===== src/rtl/mq_pkg.sv =====
package mq_pkg;
   typedef enum logic [1:0] {PS_WAIT, PS_WRITE, PS_ACK} prod_state_t;

   localparam logic [1:0] REG_CTRL = 2'd0;
   localparam logic [1:0] REG_STAT = 2'd1;
   localparam logic [1:0] REG_BASE = 2'd2;
   localparam logic [1:0] REG_HEAD = 2'd3;

   localparam int CB_START = 0;
   localparam int CB_IE    = 1;
   localparam int CB_CLR   = 2;
   localparam int CB_ACK   = 3;
   localparam int SB_POP   = 0;
endpackage


===== src/rtl/mq_regs.sv =====
module mq_regs
   import mq_pkg::*;
#(
   parameter int DATA_W   = 16,
   parameter int SLOT_W   = 4,
   parameter int WORD_W   = 3,
   parameter int BASE_W   = 7,
   parameter bit READ_REG = 1'b1
) (
   input  logic              clk,
   input  logic              rst_n,
   input  logic              reg_en,
   input  logic              reg_we,
   input  logic [1:0]        reg_addr,
   input  logic [DATA_W-1:0] reg_wdata,
   input  logic [SLOT_W-1:0] in_idx,
   input  logic              pend_set,
   output logic [DATA_W-1:0] reg_rdata,
   output logic              start,
   output logic              irq_en,
   output logic              irq_pend,
   output logic [BASE_W-1:0] base,
   output logic [SLOT_W-1:0] out_idx,
   output logic              not_full,
   output logic              clr_p
);
   localparam int ADDR_W = BASE_W + SLOT_W + WORD_W;

   logic              wr_ctrl, wr_stat, wr_base;
   logic              not_empty, pop;
   logic [DATA_W-1:0] rd_mux;

   assign wr_ctrl   = reg_en && reg_we && (reg_addr == REG_CTRL);
   assign wr_stat   = reg_en && reg_we && (reg_addr == REG_STAT);
   assign wr_base   = reg_en && reg_we && (reg_addr == REG_BASE);
   assign clr_p     = wr_ctrl && reg_wdata[CB_CLR];
   assign not_empty = (in_idx != out_idx);
   assign not_full  = (SLOT_W'(in_idx + 1'b1) != out_idx);
   assign pop       = wr_stat && reg_wdata[SB_POP] && not_empty;

   always_ff @(posedge clk or negedge rst_n) begin
      if (!rst_n) begin
         start    <= 1'b0;
         irq_en   <= 1'b0;
         irq_pend <= 1'b0;
         base     <= '0;
         out_idx  <= '0;
      end else begin
         if (wr_ctrl) begin
            start  <= reg_wdata[CB_START];
            irq_en <= reg_wdata[CB_IE];
         end
         if (wr_base)
            base <= reg_wdata[BASE_W-1:0];
         if (clr_p)
            out_idx <= '0;
         else if (pop)
            out_idx <= out_idx + 1'b1;
         if (pend_set)
            irq_pend <= 1'b1;
         else if (wr_ctrl && reg_wdata[CB_ACK])
            irq_pend <= 1'b0;
      end
   end

   always_comb begin
      rd_mux = '0;
      case (reg_addr)
         REG_CTRL: begin
            rd_mux[CB_START] = start;
            rd_mux[CB_IE]    = irq_en;
            rd_mux[CB_ACK]   = irq_pend;
         end
         REG_STAT: begin
            rd_mux[SLOT_W-1:0]        = in_idx;
            rd_mux[2*SLOT_W-1:SLOT_W] = out_idx;
            rd_mux[2*SLOT_W]          = not_empty;
            rd_mux[2*SLOT_W+1]        = not_full;
         end
         REG_BASE: rd_mux[BASE_W-1:0] = base;
         default:  rd_mux[ADDR_W-1:0] = {base, out_idx, {WORD_W{1'b0}}};
      endcase
   end

   generate
      if (READ_REG) begin : g_rd_reg
         always_ff @(posedge clk or negedge rst_n) begin
            if (!rst_n)
               reg_rdata <= '0;
            else if (reg_en && !reg_we)
               reg_rdata <= rd_mux;
         end
      end else begin : g_rd_comb
         assign reg_rdata = rd_mux;
      end
   endgenerate
endmodule


===== src/rtl/mq_producer.sv =====
module mq_producer
   import mq_pkg::*;
#(
   parameter int DATA_W = 16,
   parameter int SLOT_W = 4,
   parameter int WORD_W = 3,
   parameter int BASE_W = 7
) (
   input  logic                              clk,
   input  logic                              rst_n,
   input  logic                              prod_req,
   input  logic                              prod_done,
   input  logic                              prod_abort,
   input  logic [DATA_W-1:0]                 prod_data,
   input  logic                              start,
   input  logic                              not_full,
   input  logic                              clr_p,
   input  logic [BASE_W-1:0]                 base,
   output logic                              prod_ack,
   output logic                              ram_we,
   output logic [BASE_W+SLOT_W+WORD_W-1:0]   ram_addr,
   output logic [DATA_W-1:0]                 ram_wdata,
   output logic [SLOT_W-1:0]                 in_idx,
   output logic                              commit
);
   prod_state_t       state;
   logic [WORD_W-1:0] offset;
   logic              open;
   logic              take_req;

   assign open     = start && not_full;
   assign commit   = (state == PS_WAIT) && !prod_abort && prod_done && open && !clr_p;
   assign take_req = (state == PS_WAIT) && !prod_abort && !prod_done && prod_req && open;

   always_ff @(posedge clk or negedge rst_n) begin
      if (!rst_n) begin
         state     <= PS_WAIT;
         offset    <= '0;
         in_idx    <= '0;
         prod_ack  <= 1'b0;
         ram_we    <= 1'b0;
         ram_addr  <= '0;
         ram_wdata <= '0;
      end else if (clr_p) begin
         state    <= PS_WAIT;
         offset   <= '0;
         in_idx   <= '0;
         prod_ack <= 1'b0;
         ram_we   <= 1'b0;
      end else begin
         unique case (state)
            PS_WAIT: begin
               if (prod_abort) begin
                  offset <= '0;
               end else if (commit) begin
                  in_idx <= in_idx + 1'b1;
                  offset <= '0;
               end else if (take_req) begin
                  ram_we    <= 1'b1;
                  ram_addr  <= {base, in_idx, offset};
                  ram_wdata <= prod_data;
                  state     <= PS_WRITE;
               end
            end
            PS_WRITE: begin
               ram_we   <= 1'b0;
               prod_ack <= 1'b1;
               state    <= PS_ACK;
            end
            PS_ACK: begin
               if (!prod_req) begin
                  prod_ack <= 1'b0;
                  offset   <= offset + 1'b1;
                  state    <= PS_WAIT;
               end
            end
            default: state <= PS_WAIT;
         endcase
      end
   end
endmodule


===== src/rtl/mq_dpram_ctrl.sv =====
module mq_dpram_ctrl
   import mq_pkg::*;
#(
   parameter int DATA_W   = 16,
   parameter int SLOT_W   = 4,
   parameter int WORD_W   = 3,
   parameter int BASE_W   = 7,
   parameter bit READ_REG = 1'b1,
   localparam int ADDR_W  = BASE_W + SLOT_W + WORD_W
) (
   input  logic              clk,
   input  logic              rst_n,
   input  logic              prod_req,
   input  logic              prod_done,
   input  logic              prod_abort,
   input  logic [DATA_W-1:0] prod_data,
   output logic              prod_ack,
   output logic              ram_we,
   output logic [ADDR_W-1:0] ram_addr,
   output logic [DATA_W-1:0] ram_wdata,
   input  logic              reg_en,
   input  logic              reg_we,
   input  logic [1:0]        reg_addr,
   input  logic [DATA_W-1:0] reg_wdata,
   output logic [DATA_W-1:0] reg_rdata,
   output logic              irq
);
   generate
      if (DATA_W < ADDR_W || DATA_W < 2*SLOT_W + 2 || DATA_W < 4)
         $error("mq_dpram_ctrl: DATA_W too narrow for register fields");
      if (SLOT_W < 2 || WORD_W < 1 || BASE_W < 1)
         $error("mq_dpram_ctrl: SLOT_W, WORD_W, BASE_W out of range");
   endgenerate

   logic [SLOT_W-1:0] in_idx, out_idx;
   logic [BASE_W-1:0] base;
   logic              start, irq_en, irq_pend, not_full, clr_p, commit, pend_set;

   assign pend_set = commit && (in_idx == out_idx);
   assign irq      = irq_pend && irq_en;

   mq_regs #(
      .DATA_W(DATA_W), .SLOT_W(SLOT_W), .WORD_W(WORD_W),
      .BASE_W(BASE_W), .READ_REG(READ_REG)
   ) u_regs (
      .clk(clk), .rst_n(rst_n),
      .reg_en(reg_en), .reg_we(reg_we), .reg_addr(reg_addr),
      .reg_wdata(reg_wdata), .in_idx(in_idx), .pend_set(pend_set),
      .reg_rdata(reg_rdata), .start(start), .irq_en(irq_en),
      .irq_pend(irq_pend), .base(base), .out_idx(out_idx),
      .not_full(not_full), .clr_p(clr_p)
   );

   mq_producer #(
      .DATA_W(DATA_W), .SLOT_W(SLOT_W), .WORD_W(WORD_W), .BASE_W(BASE_W)
   ) u_prod (
      .clk(clk), .rst_n(rst_n),
      .prod_req(prod_req), .prod_done(prod_done), .prod_abort(prod_abort),
      .prod_data(prod_data), .start(start), .not_full(not_full),
      .clr_p(clr_p), .base(base), .prod_ack(prod_ack), .ram_we(ram_we),
      .ram_addr(ram_addr), .ram_wdata(ram_wdata), .in_idx(in_idx),
      .commit(commit)
   );
endmodule


===== config.mk =====
export PLATFORM = sky130hd
export DESIGN_NAME = mq_dpram_ctrl
export DESIGN_NICKNAME = d
export VERILOG_FILES = /design/src/rtl/mq_pkg.sv /design/src/rtl/mq_regs.sv /design/src/rtl/mq_producer.sv /design/src/rtl/mq_dpram_ctrl.sv
export SDC_FILE = /design/constraint.sdc
export NUM_CORES = 1
export LEC_CHECK = 0
export BUFFER_PORTS_ARGS = -buffer_cell sky130_fd_sc_hd__buf_2
export CORE_MARGIN = 4
export CORE_UTILIZATION = 34
export CTS_CLUSTER_SIZE = 25
export DETAILED_ROUTE_END_ITERATION = 10
export SYNTH_ARGS = -nofsm -noshare
export SYNTH_HDL_FRONTEND = slang
export SYNTH_SLANG_ARGS = --single-unit

===== constraint.sdc =====
create_clock -name clk -period 6 [get_ports clk]
set_clock_uncertainty 0.2 [all_clocks]
set_input_delay 0.9 -clock clk [delete_from_list [all_inputs] [get_ports clk]]
set_output_delay 0.9 -clock clk [all_outputs]
set_load 0.02 [all_outputs]

==> metrics.md <==
| Metric | Value |
|---|---|
| Synthesized area | `0.00323 sq mm` |
| Die Ht | `105 um` |
| First-pass GRT wire length | `11900 um` |
| Met3 Wirelength | `458 um` |
| Synth warnings | `0` |
| Worst-Skew Late Latency | `0.35 ns` |
| Clock Pin Slew Worst Setup and Hold Paths | `0.07 ns` |
| P_leak | `1.97 nW` |
| Slew @ Worst Pin | `0.898 ns` |
| Cell Pwr Density | `422 mW/mm^2` |
| Chip width | `105 um` |
| Crit end category | `flop` |
| Post-CTS setup buffers | `0` |
| Core footprint | `0.00924 sq mm` |
| Count of final setup violators | `0` |
| Crit-path slowest cell | `mux2_2` |
| Ports | `90` |
| Final Critical Period | `2.76 ns` |
| Hold WC Path Type | `reg -> reg` |
| Antenna violation net count after detailed routing | `0` |
| Total CTS buffers | `9` |
| Nets@finish | `407` |
| Overflow after GRT | `0` |
| Kind of start point of the critical path | `primary input` |
| Drt first pass iters | `5` |
| Layout area overhead | `22.3%` |
| Initial Util | `34.9%` |
| Ys async rst share | `100%` |
| Yosys reg bits | `69` |
| Post-DP HPWL | `5140 um` |
| Post-synth cell types | `48` |
| GRT Util Overall | `13.5%` |
| Crit path max fanout | `30` |
| CTS resizes | `0` |
| Critical path type | `in -> reg` |
| DRC viols | `0` |
| Largest net degree at the start of global routing | `70` |
| Slew Viols, Final | `0` |
| Sink Count | `69` |
| Seq pwr share | `41.1%` |
| Crit-path cells | `buf_2 > inv_1 > ha_1 > and3_1 > nand2_1 > nand3_1 > buf_4 > mux2_2` |
| CTS tree | `done` |
| Fin Hold WS | `0.275 ns` |
| Syn_area_per_cell | `11.5 sq um` |
| Max stage delay on crit path | `0.39 ns` |
| Port Buf Inserts | `78` |
| Slew margin rel. | `40.1%` |
| Peak VDD IR | `0.170 mV` |
| Starting DRC count in detailed routing | `131` |
| Bufs and invs on worst path | `3` |
| H-tree levels | `3` |
| Met2 routed WL | `3370 um` |
| Achievable Freq | `0.362 GHz` |
| Seq/Total Area, Yosys | `53.5%` |
| Clock root buffer | `clkbuf_8` |
| Max layer used | `met4` |
| Drt wl/cell | `14.8 um` |
| Clock Tree Buf Depth | `2` |
| Commonest non-fill, non-tap cells in the layout | `buf_2, dfrtp_1, mux2_2` |
| Share of layout cells above drive strength 1 | `38.8%` |
| Comb pwr share | `33.2%` |
| Die area | `0.0111 sq mm` |
| Top_reg_cell synth | `dfrtp_1` |
| Result of the run | `finished, final reports clean` |
| Cells after synthesis | `280` |
| Net Switching | `0.000605 W` |
| Vias per std cell | `4.89` |
| Fin crit share | `46.0%` |
| Max-cap violations | `0` |
| Vias | `2394` |
| Cell Int Power | `0.00106 W` |
| Initial antenna violation count | `0` |
| Diode count | `0` |
| Arr. time, crit path | `2.79 ns` |
| Number of global-route vias before repair | `2416` |
| # hold bufs at CTS | `0` |
| Final Hold Viols | `0` |
| Site row count | `35` |
| Routed wire length | `7240 um` |
| Met1 wire length | `3250 um` |
| Unrepaired setup endpoints after global routing | `no` |
| Placer congestion estimate | `0.838` |
| Post-synth EDFFs | `0` |
| Sum Neg Setup Slack | `0 ns` |
| Commonest non-fill, non-tap cell in the layout | `buf_2` |
| Fraction of power spent switching nets | `36.3%` |
| Critical Path RT | `6.03 ns` |
| Clock Power Share | `25.7%` |
| Largest delay contributor family on the critical path | `simple AND/OR/NAND/NOR gates` |
==> synthesized netlist by cell type (all sizes together) (2+ instances only) <==
| cell | instances | area share (%) |
|---|---|---|
| nor3b | 2 | 0.47 |
| mux2 | 40 | 14 |
| and2 | 4 | 0.78 |
| dfrtp | 69 | 54 |
| o31ai | 2 | 0.47 |
| nand3 | 8 | 1.2 |
| ha | 10 | 3.9 |
| nor2b | 3 | 0.58 |
| a22oi | 4 | 0.93 |
| nand2b | 2 | 0.39 |
| clkbuf | 9 | 1.0 |
| a31oi | 2 | 0.58 |
| nor2 | 12 | 1.4 |
| xnor2 | 5 | 1.4 |
| nor3 | 3 | 0.47 |
| a21oi | 12 | 1.9 |
| buf | 7 | 1.2 |
| o21ai | 19 | 2.9 |
| xor2 | 5 | 1.8 |
| a222oi | 3 | 0.93 |
| inv | 8 | 0.93 |
| nand2 | 30 | 3.5 |
==> tightest hold or removal path, stage by stage (launching register included) <==
cell and delay, ns:
dfrtp_1 0.34, nand2_1 0.05, o21ai_0 0.06
==> power groups by stage <==
stage	clock [W]	combinational (W)	sequential, W
finish	0.000429	0.000553	0.000686
global route	0.000462	0.000611	0.000705
CTS	0.000439	0.000560	0.000688
detailed placement	0	0.000557	0.000696
global placement	0	0.000545	0.000691
floorplan	0	0.000286	0.000776
==> area by class of cell <==
cell class / instances / area, sq um
fillers: 918 / 5290
flip-flops and latches: 69 / 1730
multi-input cells: 188 / 1400
repair buffers: 80 / 405
well taps: 129 / 161
clock buffers: 10 / 128
clock inverters: 6 / 95.1
inverters: 8 / 30.0
==> sequential cells by signal, summed over array words and instances (netlist names) <==
| signal | flops |
|---|---|
| u_prod.ram_wdata | 16 |
| u_regs.reg_rdata | 14 |
| u_regs.irq_en | 1 |
| u_regs.out_idx | 4 |
| u_regs.start | 1 |
| u_prod.ram_addr | 14 |
| u_regs.base | 7 |
| u_prod.in_idx | 4 |
| u_regs.irq_pend | 1 |
| u_prod.ram_we | 1 |
| u_prod.offset | 3 |
| u_prod.prod_ack | 1 |
| u_prod.state | 2 |
==> stage by stage <==
| stage | power (W) | util [%] | std cells | cell area (sq um) | setup WS [ns] |
|---|---|---|---|---|---|
| after floorplan | 0.00106 | - | 281 | 3230 | 3.37 |
| after detailed placement | 0.00125 | 40.3 | 474 | 3720 | 2.87 |
| after CTS | 0.00169 | 42.7 | 490 | 3950 | 3.24 |
| after global placement | 0.00124 | 40.3 | 474 | 3720 | 2.88 |
| after global routing | 0.00178 | 42.7 | 490 | 3950 | 3.12 |
| final | 0.00167 | 42.7 | 490 | 3950 | 3.24 |
==> metal layers <==
metal / vias up / track usage, %
met4: 0 / 7.12
met1: 1165 / 17.6
met2: 84 / 20.7
met5: - / 0
met3: 13 / 3.25
li1: 1132 / -
==> worst paths after layout <==
kind	cells after the start	from	slack, ns	endpoint
max in group asynchronous	2	rst_n	4.46	u_prod.ram_wdata[0]$_DFFE_PN0P_
hold / removal	2	u_regs.reg_rdata[4]$_DFFE_PN0P_	0.27	u_regs.reg_rdata[4]$_DFFE_PN0P_
setup reg to reg	6	u_prod.in_idx[0]$_DFFE_PN0P_	3.34	u_prod.ram_wdata[6]$_DFFE_PN0P_
min in group asynchronous	2	rst_n	0.56	u_prod.ram_we$_DFFE_PN0P_
hold reg to reg	2	u_regs.reg_rdata[4]$_DFFE_PN0P_	0.27	u_regs.reg_rdata[4]$_DFFE_PN0P_
setup / recovery	8	reg_addr[0]	3.24	u_prod.ram_wdata[6]$_DFFE_PN0P_
==> logic make-up after synthesis <==
group | count (synthesis) | share of synthesized area, %
flip-flops | 69 | 53.5
AO/OA/AOI/OAI | 51 | 10.2
buffers and inverters | 24 | 3.18
adder cells (fa/ha/maj) | 10 | 3.88
multiplexers | 41 | 14.3
other | 1 | 0.116
XOR/XNOR | 11 | 3.88
AND/OR/NAND/NOR | 73 | 10.9
No activity file was read; power rests on OpenSTA's default activity.
